==> src/rtl/gpio_rf_pkg.sv <==
// Shared offsets and types for the GPIO port register file.
// Assumes a 12-bit byte offset and 32-bit data words.
package gpio_rf_pkg;
    localparam int unsigned ADDR_W = 12;
    localparam int unsigned DATA_W = 32;

    localparam logic [ADDR_W-1:0] OFF_OUT    = 12'h504;
    localparam logic [ADDR_W-1:0] OFF_OUTSET = 12'h508;
    localparam logic [ADDR_W-1:0] OFF_OUTCLR = 12'h50C;
    localparam logic [ADDR_W-1:0] OFF_IN     = 12'h510;
    localparam logic [ADDR_W-1:0] OFF_DIR    = 12'h514;
    localparam logic [ADDR_W-1:0] OFF_DIRSET = 12'h518;
    localparam logic [ADDR_W-1:0] OFF_DIRCLR = 12'h51C;
    localparam logic [ADDR_W-1:0] OFF_CFG0   = 12'h700;

    localparam logic [DATA_W-1:0] CFG_RESET  = 32'h0000_0002;

    typedef enum logic [2:0] {
        TGT_NONE,
        TGT_OUT,
        TGT_IN,
        TGT_DIR,
        TGT_CFG
    } tgt_e;

    typedef enum logic [1:0] {
        OP_REPLACE,
        OP_SET,
        OP_CLR
    } wop_e;
endpackage

==> src/rtl/gpio_rf_decode.sv <==
// Address decoder: maps a byte offset to a target register, a write
// operation (replace, set or clear) and a configuration pin index.
// Assumes word-aligned accesses; a misaligned offset decodes as no hit.
module gpio_rf_decode
    import gpio_rf_pkg::*;
#(
    parameter int unsigned NPINS = 32
) (
    input  logic [ADDR_W-1:0]          addr,
    output tgt_e                       tgt,
    output wop_e                       op,
    output logic [$clog2(NPINS)-1:0]   pidx,
    output logic                       hit
);
    localparam int unsigned PIDX_W   = $clog2(NPINS);
    localparam int unsigned CFG_SPAN = 4 * NPINS;

    logic [ADDR_W-1:0] cfg_off;
    logic              aligned;
    logic              in_cfg;

    assign cfg_off = addr - OFF_CFG0;
    assign aligned = (addr[1:0] == 2'b00);
    assign in_cfg  = aligned && (addr >= OFF_CFG0) && (cfg_off < ADDR_W'(CFG_SPAN));
    assign pidx    = PIDX_W'(cfg_off >> 2);

    // Classify the offset into a target and an operation.
    always_comb begin
        tgt = TGT_NONE;
        op  = OP_REPLACE;
        if (in_cfg) begin
            tgt = TGT_CFG;
        end else if (aligned) begin
            unique case (addr)
                OFF_OUT:    begin tgt = TGT_OUT; op = OP_REPLACE; end
                OFF_OUTSET: begin tgt = TGT_OUT; op = OP_SET;     end
                OFF_OUTCLR: begin tgt = TGT_OUT; op = OP_CLR;     end
                OFF_IN:     begin tgt = TGT_IN;                   end
                OFF_DIR:    begin tgt = TGT_DIR; op = OP_REPLACE; end
                OFF_DIRSET: begin tgt = TGT_DIR; op = OP_SET;     end
                OFF_DIRCLR: begin tgt = TGT_DIR; op = OP_CLR;     end
                default:    begin tgt = TGT_NONE;                 end
            endcase
        end
    end

    assign hit = (tgt != TGT_NONE);
endmodule

==> src/rtl/gpio_rf_latch.sv <==
// Word latch with replace, set and clear writes plus a single-bit
// load port. Assumes the word write and the bit load never coincide
// (one bus request per cycle); if they do, the word write wins.
module gpio_rf_latch
    import gpio_rf_pkg::*;
#(
    parameter int unsigned W = 32
) (
    input  logic                   clk,
    input  logic                   rst_n,
    input  logic                   wr_en,
    input  wop_e                   op,
    input  logic [W-1:0]           wdata,
    input  logic                   bit_en,
    input  logic [$clog2(W)-1:0]   bit_idx,
    input  logic                   bit_val,
    output logic [W-1:0]           q
);
    logic [W-1:0] nxt;

    // Next-value selection for word writes and single-bit loads.
    always_comb begin
        nxt = q;
        if (wr_en) begin
            unique case (op)
                OP_SET:  nxt = q | wdata;
                OP_CLR:  nxt = q & ~wdata;
                default: nxt = wdata;
            endcase
        end else if (bit_en) begin
            nxt[bit_idx] = bit_val;
        end
    end

    // Latch register with synchronous reset to zero.
    always_ff @(posedge clk) begin
        if (!rst_n) q <= '0;
        else        q <= nxt;
    end

    // a replace write loads the data word.
    assert_replace_R2: assert property (@(posedge clk) disable iff (!rst_n)
        (wr_en && op == OP_REPLACE) |=> (q == $past(wdata)));
    // a set write leaves every data bit at 1.
    assert_set_R3: assert property (@(posedge clk) disable iff (!rst_n)
        (wr_en && op == OP_SET) |=> ((q & $past(wdata)) == $past(wdata)));
    // a clear write leaves every data bit at 0 and others untouched.
    assert_clear_R3: assert property (@(posedge clk) disable iff (!rst_n)
        (wr_en && op == OP_CLR) |=> (((q & $past(wdata)) == '0) &&
                                     ((q | $past(wdata)) == ($past(q) | $past(wdata)))));
    // a bit load sets exactly the addressed bit.
    assert_bit_load_R6: assert property (@(posedge clk) disable iff (!rst_n)
        (bit_en && !wr_en) |=> (q[$past(bit_idx)] == $past(bit_val)));
endmodule

==> src/rtl/gpio_rf_cfg_bank.sv <==
// Per-pin configuration words. Stores bits above bit 0 for each pin;
// bit 0 of each word is taken from the shared direction latch, so the
// two views of a pin's direction cannot disagree.
// Assumes the caller steers bit 0 of a configuration write into the
// direction latch in the same cycle.
module gpio_rf_cfg_bank
    import gpio_rf_pkg::*;
#(
    parameter int unsigned NPINS = 32
) (
    input  logic                               clk,
    input  logic                               rst_n,
    input  logic                               wr_en,
    input  logic [$clog2(NPINS)-1:0]           wr_idx,
    input  logic [DATA_W-1:1]                  wr_hi,
    input  logic [NPINS-1:0]                   dir_bits,
    output logic [NPINS-1:0][DATA_W-1:0]       words
);
    localparam logic [DATA_W-1:1] HI_RESET = CFG_RESET[DATA_W-1:1];

    for (genvar i = 0; i < NPINS; i++) begin : g_pin
        logic [DATA_W-1:1] hi_q;
        logic              sel;

        assign sel = wr_en && (wr_idx == i[$clog2(NPINS)-1:0]);

        // Upper configuration bits for pin i.
        always_ff @(posedge clk) begin
            if (!rst_n)   hi_q <= HI_RESET;
            else if (sel) hi_q <= wr_hi;
        end

        assign words[i] = {hi_q, dir_bits[i]};

        // a write to this pin's word is visible after the edge.
        assert_cfg_load_R6: assert property (@(posedge clk) disable iff (!rst_n)
            sel |=> (words[i][DATA_W-1:1] == $past(wr_hi)));
    end
endmodule

==> src/rtl/gpio_port_regs.sv <==
// GPIO port register file top. Decodes single-word bus requests,
// updates the output and direction latches and the configuration
// words, samples the resolved pad input each cycle and returns read
// data one cycle after a read request.
// Assumes at most one request per cycle and no back-pressure.
module gpio_port_regs
    import gpio_rf_pkg::*;
#(
    parameter int unsigned NPINS = 32
) (
    input  logic                      clk,
    input  logic                      rst_n,
    input  logic                      req_valid,
    input  logic                      req_write,
    input  logic [11:0]               req_addr,
    input  logic [31:0]               req_wdata,
    output logic                      rsp_valid,
    output logic [31:0]               rsp_rdata,
    output logic                      bad_access,
    input  logic [31:0]               pad_in,
    output logic [31:0]               pad_out,
    output logic [31:0]               pad_dir,
    output logic [NPINS*32-1:0]       pad_cfg
);
    localparam int unsigned PIDX_W = $clog2(NPINS);

    tgt_e                        tgt;
    wop_e                        op;
    logic [PIDX_W-1:0]           pidx;
    logic                        hit;
    logic                        wr_out, wr_dir, wr_cfg;
    logic [NPINS-1:0]            out_q, dir_q;
    logic [DATA_W-1:0]           in_q;
    logic [NPINS-1:0][DATA_W-1:0] cfg_words;
    logic [DATA_W-1:0]           rd_mux;

    gpio_rf_decode #(.NPINS(NPINS)) u_decode (
        .addr (req_addr),
        .tgt  (tgt),
        .op   (op),
        .pidx (pidx),
        .hit  (hit)
    );

    assign wr_out = req_valid && req_write && (tgt == TGT_OUT);
    assign wr_dir = req_valid && req_write && (tgt == TGT_DIR);
    assign wr_cfg = req_valid && req_write && (tgt == TGT_CFG);

    gpio_rf_latch #(.W(NPINS)) u_out_latch (
        .clk     (clk),
        .rst_n   (rst_n),
        .wr_en   (wr_out),
        .op      (op),
        .wdata   (req_wdata[NPINS-1:0]),
        .bit_en  (1'b0),
        .bit_idx ('0),
        .bit_val (1'b0),
        .q       (out_q)
    );

    gpio_rf_latch #(.W(NPINS)) u_dir_latch (
        .clk     (clk),
        .rst_n   (rst_n),
        .wr_en   (wr_dir),
        .op      (op),
        .wdata   (req_wdata[NPINS-1:0]),
        .bit_en  (wr_cfg),
        .bit_idx (pidx),
        .bit_val (req_wdata[0]),
        .q       (dir_q)
    );

    gpio_rf_cfg_bank #(.NPINS(NPINS)) u_cfg (
        .clk      (clk),
        .rst_n    (rst_n),
        .wr_en    (wr_cfg),
        .wr_idx   (pidx),
        .wr_hi    (req_wdata[DATA_W-1:1]),
        .dir_bits (dir_q),
        .words    (cfg_words)
    );

    // Sample the resolved pad input word on every edge.
    always_ff @(posedge clk) begin
        if (!rst_n) in_q <= '0;
        else        in_q <= pad_in;
    end

    // Read data selection from the decoded target.
    always_comb begin
        unique case (tgt)
            TGT_OUT: rd_mux = DATA_W'(out_q);
            TGT_IN:  rd_mux = in_q;
            TGT_DIR: rd_mux = DATA_W'(dir_q);
            TGT_CFG: rd_mux = cfg_words[pidx];
            default: rd_mux = '0;
        endcase
    end

    // Registered response and bad-access pulse.
    always_ff @(posedge clk) begin
        if (!rst_n) begin
            rsp_valid  <= 1'b0;
            rsp_rdata  <= '0;
            bad_access <= 1'b0;
        end else begin
            rsp_valid  <= req_valid && !req_write;
            rsp_rdata  <= (req_valid && !req_write) ? rd_mux : '0;
            bad_access <= req_valid && !hit;
        end
    end

    assign pad_out = out_q;
    assign pad_dir = dir_q;
    assign pad_cfg = cfg_words;

    // a bad access leaves all pad-facing state unchanged.
    assert_bad_no_effect_R8: assert property (@(posedge clk) disable iff (!rst_n)
        bad_access |-> ($stable(pad_out) && $stable(pad_dir) && $stable(pad_cfg)));
    // a response only follows a read request.
    assert_rsp_after_read_R9: assert property (@(posedge clk) disable iff (!rst_n)
        rsp_valid |-> $past(req_valid && !req_write));
    // a configuration write moves its bit 0 into the direction latch.
    assert_cfg_dir_mirror_R6: assert property (@(posedge clk) disable iff (!rst_n)
        (req_valid && req_write && tgt == TGT_CFG) |=> (pad_dir[$past(pidx)] == $past(req_wdata[0])));
    // a direction alias write is reflected in bit 0 of the addressed words.
    assert_dir_reflect_R5: assert property (@(posedge clk) disable iff (!rst_n)
        (req_valid && req_write && tgt == TGT_DIR) |=> (pad_cfg[0] == pad_dir[0]));
endmodule

==> config.mk <==
export PLATFORM = sky130hd
export DESIGN_NAME = gpio_port_regs
export DESIGN_NICKNAME = d
export VERILOG_FILES = /design/src/rtl/gpio_rf_pkg.sv /design/src/rtl/gpio_rf_decode.sv /design/src/rtl/gpio_rf_latch.sv /design/src/rtl/gpio_rf_cfg_bank.sv /design/src/rtl/gpio_port_regs.sv
export SDC_FILE = /design/constraint.sdc
export NUM_CORES = 2
export LEC_CHECK = 0
export ABC_AREA = 0
export BUFFER_PORTS_ARGS = -buffer_cell sky130_fd_sc_hd__buf_2
export CAP_MARGIN = 5
export CORE_AREA = 3 3 473 475
export DETAILED_ROUTE_END_ITERATION = 10
export DIE_AREA = 0 0 476 478
export HOLD_SLACK_MARGIN = 0.05
export PLACE_DENSITY = 0.39
export REMOVE_ABC_BUFFERS = 1
export SLEW_MARGIN = 20
export SYNTH_ARGS = -nofsm -noshare
export SYNTH_HDL_FRONTEND = slang
export SYNTH_SLANG_ARGS = --single-unit
==> constraint.sdc <==
create_clock -name clk -period 2.8 [get_ports clk]
set_input_delay 0 -clock clk [delete_from_list [all_inputs] [get_ports clk]]
set_output_delay 0 -clock clk [all_outputs]
set_load 0.02 [all_outputs]
=== Word level (Yosys, flattened, before mapping) ===
Cells that the tools add are included.

* Logic and storage cells: 160
* Input port bits: 80
* Register bits after elaboration: 1122
* Output and inout port bits: 1122

* Equality and inequality tests: 44
* Add/sub/neg operators: 1
* Reductions and logical operators: 52
* Bitwise operators: 5
* $lt $le $gt $ge: 4
* Multiplexer cells: 16

{| class="wikitable"
|+ Operator list
! kind !! count
|-
| $bmux 32 s5 || 1
|-
| $pmux 32 s2 || 2
|-
| $pmux 32 s4 || 1
|-
| $mux 32 || 3
|-
| $eq 12x11->1 const B || 7
|-
| $eq 5x5->1 const B || 16
|-
| $and 32x32->32 || 2
|-
| $or 32x32->32 || 2
|-
| $logic_and 1x1->1 || 41
|-
| $eq 5x4->1 const B || 8
|-
| $bwmux 32 || 1
|-
| $not 32->32 || 1
|-
| $eq 5x3->1 const B || 4
|-
| $ge 12x11->1 const B || 1
|-
| $lt 12x8->1 const B || 1
|-
| $sub 12x11->12 const B || 1
|-
| $eq 5x2->1 const B || 2
|-
| $eq 3x2->1 const B || 2
|-
| $lt 5x6->1 const B || 1
|-
| $mux 3 || 2
|-
| $pmux 2 s3 || 1
|-
| $reduce_or 3->1 || 2
|-
| $demux 1 s5 || 1
|-
| $eq 5x1->1 const B || 1
|-
| 15 further kinds || 18
|}

=== Depth between registers and ports, before layout ===
* Word-level depth: 9
* Depth in mapped cells: 14

=== Hierarchy ===
Synthesis repeated with hierarchy kept, for this count alone.

* Cells, all modules: 5069
* Area total of the unflattened synthesis: 52499.1 um2

{| class="wikitable"
|+ Modules (own cells, without submodules)
! module !! area each (um2) !! instances !! seq. area each (um2) !! cells an instance
|-
| gpio_rf_cfg_bank || 35952.0 || 1 || 19859.0 || 3415
|-
| gpio_port_regs || 10941.7 || 1 || 1321.3 || 985
|-
| gpio_rf_latch || 2733.9 || 2 || 640.6 || 324
|-
| gpio_rf_decode || 137.6 || 1 || 0.0 || 21
|}

=== Least setup slack after synthesis ===
OpenSTA, ideal clock, no wires.

* Path kind: input port to flip-flop
* From: input port req_addr[3]
* To: register u_dir_latch.q[0]
* Path slack: 0.180 ns
* Library setup time: 0.115 ns
* Required time: 2.685 ns
* Arrival: 2.505 ns
* Cell stages on the path: 11
* Buffers on the path: 4
* Path through: buf_4 > buf_2 > or3b_2 > nor4_1 > ha_1 > clkbuf_1 > clkbuf_1 > o31ai_1 > inv_1 > o221a_2 > o21a_1

* Cells in the longest elaborated chain, start to end: 8

{| class="wikitable"
|+ Ends and longest elaborated chain
! element !! RTL line !! source
|-
| from (decl) || gpio_port_regs.sv:15 || <nowiki>input logic [11:0] req_addr,</nowiki>
|-
| parallel branches: the longest is 8 deep, another holds $sub 12x11->12 || - ||
|-
| to (signal assigned) || gpio_rf_latch.sv:38 || <nowiki>else q <= nxt;</nowiki>
|-
| to (decl) || gpio_rf_latch.sv:17 || <nowiki>output logic [W-1:0] q</nowiki>
|}

Parallel ways; which one is timed is not known. The select of a mux whose other input is x is not followed.
A chain may end at the register's enable or synchronous reset.

=== Worst setup path after layout ===
* From: input port req_addr[5]
* To: register u_cfg.g_pin[14].hi_q[1] (netlist name)

* Cells in the longest elaborated chain, start to end: 8

{| class="wikitable"
|+ Ends and longest elaborated chain
! element !! RTL line !! source
|-
| parallel branches: the longest is 7 deep, another holds $sub 12x11->12 || - ||
|-
| $logic_and 1x1->1 * || gpio_rf_cfg_bank.sv:25 || <nowiki>assign sel = wr_en && (wr_idx == i[$clog2(NPINS)-1:0]);</nowiki>
|-
| to (signal assigned) || gpio_rf_cfg_bank.sv:30 || <nowiki>else if (sel) hi_q <= wr_hi;</nowiki>
|-
| to (decl) || gpio_rf_cfg_bank.sv:22 || <nowiki>logic [DATA_W-1:1] hi_q;</nowiki>
|}

Every way passes the cells marked *.

==> reports/results.md <==
| Step | Result | This run |
| --- | --- | --- |
| outcome | Result of the run | completed |
| die | Die width | 476 um |
| synthesis | Cells after synthesis | 5819 |
| global routing | All-Layer GR Usage | 30.05% |
| die | Number of rows created at floorplan | 172 |
| synthesis | Synth Area in Compound Gates | 14.61% |
| critical path | Buf/Inv on CP | 5 |
| sta | Final worst clock skew | 26.40 ps |
| synthesis | Most used flip-flop cell after synthesis | dfxtp_1 |
| global routing | Number of global-route vias before repair | 47520 |
| critical path | Cells traversed along the worst timing path | dlygate4sd3_1, buf_2, buf_12, nand3b_1, or2_2, buf_4, nand2_1, nand3_1, dlygate4sd3_1 |
| flow run | Max_cap viols | 0 |
| cells and area | Synth-to-layout area growth | 35.56% |
| cells and area | Total area of sequential cells | 22460 um^2 |
| sta | Maximum clock frequency | 363.2 MHz |
| critical path | Top cell by count, worst path | dlygate4sd3_1 |
| drt | DRT antenna net count | 0 |
| critical path | Register-to-Register Setup Slack | 500 ps |
| drt | Average vias per placed instance | 5.048 |
| synthesis | Cell types occupying the most area after synthesis | dfxtp_1, nand2_1, mux4_2, a21oi_1, clkbuf_1 |
| synthesis | Sequential share of the synthesized area | 46.21% |
| global routing | Gr ovfl total | 0 |
| die | Die Footprint | 227500 um^2 |
| critical path | Worst Setup Start Kind | input port |
| synthesis | Largest family of logic cells by synthesized area | simple AND/OR/NAND/NOR gates |
| global routing | Maximum number of pins on one net before global-route repair | 109 |
| synthesis | Synth Cell Area | 48610 um^2 |
| critical path | Kind of critical path | in -> reg |
| sta | Final cycle utilization of the critical path | 98.34% |
| placed design | Setup slack after placement | -127.1 ps |
| min path | Worst-case hold path end point | u_cfg.g_pin[26].hi_q[30] |
| clock tree | Number of clock sinks seen by CTS | 1122 |
| clock tree | Root buf cell | clkbuf_16 |
| synthesis | Mean instance size in the synthesized netlist | 8.353 um^2 |
| global routing | Global-route wire length before repair | 464900 um |
| critical path | Arrival time at the worst endpoint | 3450 ps |
| sta | Normalized max-slew margin | 29.83% |
| power and ir drop | Leakage Power | 0.02587 uW |
| synthesis | Fraction of synthesized cell area taken by the top area cell type | 46.21% |
| die | Die height | 478 um |
| die | Initial cell density of the core | 22.12% |
| sta | Slew at the pin closest to its max-slew limit | 1051 ps |
| drt | Pre-antenna DRT Iters | 6 |
| die | Placeable core area | 219700 um^2 |
| cells and area | Multi-input gate area | 23670 um^2 |
| synthesis | Simple logic cell fraction of the synthesized area | 19.97% |
| synthesis | Number of library cell types mapped by synthesis | 53 |
| synthesis | Number of synthesized flops with an enable pin | 0 |
| critical path | Worst Reg2Reg Path Length in Cells | 6 |
| cells and area | Fillcell total | 23500 |
| clock tree | Worst-path clk slew | 60 ps |
| synthesis | Most instantiated cells after synthesis | nand2_1, dfxtp_1, a21oi_1, clkbuf_1, mux4_2 |
| sta | Final setup violation count | 0 |
| drt | DRC marker count from the first detailed-route iteration | 5211 |
| sta | Post-layout minimum cycle time | 2754 ps |
| placed design | Routability Congestion | 0.8721 |
| critical path | Crit Reg-Reg Endpoint | rsp_rdata[28] |
| synthesis | Total number of yosys warnings | 0 |
| placed design | HPWL reported at the end of detailed placement | 262600 um |
| cells and area | Final layout net count | 7118 |
| min path | Hold path depth | 4 |
| clock tree | H-tree levels | 4 |
| die | Ports placed on the boundary | 1202 |
| sta | Unrepaired setup endpoints after global routing | no |
| power and ir drop | Maximum resistive drop on vdd | 0.6680 mV |
| drt | Via count | 51090 |
| sta | Final hold violations | 0 |
| drt | DRC Markers | 0 |
| sta | Post-layout worst setup margin | 46.43 ps |
| synthesis | Multiplexer share of the synthesized area | 13.34% |
| power and ir drop | Power per cell area | 566.3 nW/um^2 |
| sta | Post-route worst hold slack | 153.0 ps |
| synthesis | Area share of xor/xnor cells in the synthesized design | 0% |
| global routing | Initial antenna violation count | 43 |
| clock tree | Clock Latency Late Sink | 810 ps |
| clock tree | Number of buffers created by CTS | 144 |
| critical path | Cell with the largest stage delay on the worst path | nand3b_1 |
| critical path | Required time of the critical path | 3500 ps |
| cells and area | Share of cells above drive strength 1 | 30.64% |
| critical path | Largest delay share family, worst path | buffers and inverters |
| synthesis | Most numerous cell in the Yosys netlist | nand2_1 |
| critical path | Top fanout value on the critical path | 24 |
| min path | Worst min-delay path category | in -> reg |
| critical path | Critical Path End Type | flip-flop |
| critical path | Slowest cell delay on critical path | 660 ps |
| drt | Routed length per placed instance | 35.18 um |
| clock tree | CTS tree | done |
| synthesis | Register bit count reported by yosys | 1122 |
| placed design | Count of buffers inserted at the top-level ports | 1201 |
| drt | Wire length reported by the detailed router | 356100 um |
| sta | Count of final max-slew check failures | 0 |
| synthesis | Fraction of registers with async set/reset | 0% |
| clock tree | Number of buffers on the longest clock path | 3 |
| min path | Hold path startpoint | req_wdata[30] |
| synthesis | Dominant cell type by area after synthesis | dfxtp_1 |
| critical path | Reg-to-reg critical path startpoint | u_cfg.g_pin[28].hi_q[28] |
| synthesis | Area share of fa/ha/maj cells after synthesis | 0.05148% |
routing by layer:
layer / up-vias / wire length (um) / track usage (%) / part of all wire (%)
met5: - / 158 / 0 / 0.044
met4: 24 / 15620 / 11.36 / 4.4
met3: 467 / 31430 / 8.236 / 8.8
met2: 2512 / 160800 / 47.55 / 45
met1: 25940 / 148100 / 38.80 / 42
li1: 22150 / - / - / -
worst max-delay path by stage:
| stage | startpoint | end | cells after the start |
|---|---|---|---|
| after global routing | req_addr[1] | u_dir_latch.q[0] | 14 |
| final | req_addr[5] | u_cfg.g_pin[14].hi_q[1] | 9 |
| after global placement | req_addr[6] | rsp_rdata[2] | 8 |
| after CTS | req_addr[1] | u_dir_latch.q[10] | 14 |
| after floorplan | rst_n | u_out_latch.q[0] | 2 |
| after detailed placement | req_addr[2] | rsp_rdata[2] | 9 |
repair_timing:
action                                  4_1_cts  5_1_grt
endpoints found under the setup margin        0       32
gates resized for setup                       0       13
endpoints found under the hold margin       929        0
hold buffers                                132        0
buffers inserted                              0        1
state kept, by name, indices dropped and copies added, names as in the netlist:
| register | count |
|---|---|
| in_q | 32 |
| u_out_latch.q | 32 |
| rsp_valid | 1 |
| bad_access | 1 |
| u_cfg.g_pin.hi_q | 992 |
| rsp_rdata | 32 |
| u_dir_latch.q | 32 |
cell usage in the layout (no fill, tap or decap), types with 35 or more instances in the layout:
cell / Yosys / layout
a211oi_1: 37 / 37
a21oi_1: 1009 / 1009
a22oi_1: 63 / 63
buf_12: 0 / 86
buf_2: 132 / 1196
buf_4: 51 / 294
clkbuf_16: 0 / 146
dfxtp_1: 1122 / 1122
dlygate4sd3_1: 0 / 132
mux4_2: 260 / 260
nand2_1: 2068 / 2066
nand2b_1: 35 / 35
nand3_1: 48 / 43
nor2_1: 106 / 77
nor2b_1: 42 / 41
o21ai_0: 35 / 35
o22ai_1: 63 / 63
worst min-delay path, cell delays in order:
cell,delay [ps]
dlygate4sd3_1,530
buf_2,220
nand2_1,90
a21oi_1,50
kinds of logic after synthesis:
| family | Yosys count |
|---|---|
| buffers and inverters | 648 |
| AOI/OAI and AO/OA | 1304 |
| adders and majority gates | 2 |
| DFF | 1122 |
| muxes | 319 |
| and+or+nand+nor | 2424 |
report_power, final:
part / internal (uW) / total [uW] / switching (uW)
combinational: 710 / 2330 / 1620
sequential: 16000 / 16000 / 20.1
clock: 10900 / 19000 / 8040
total: 27600 / 37300 / 9680
per-stage QoR:
stage               power (uW)  cells  instance area [um^2]  TNS [ps]  utilization [%]
finish                   37310  10120                 65890         0            29.99
global placement         18550   9715                 59750    -816.0            27.19
floorplan                16900   5177                 45800         -                -
detailed placement       18550   9715                 59760    -335.9            27.20
global route             38340  10100                 65850         0            29.97
CTS                      37720  10100                 65760         0            29.93
layout make-up:
class,count,share of cell area [%]
Sequential cell,1122,34.09
Multi-Input combinational cell,4049,35.93
Clock buffer,212,6.407
Timing Repair Buffer,1713,17.15
Clock inverter,42,0.6836
Tap cell,2958,5.617
Antenna cell,19,0.07216
Inverter,6,0.04557
Note: power is estimated with default switching activity, not from simulation.
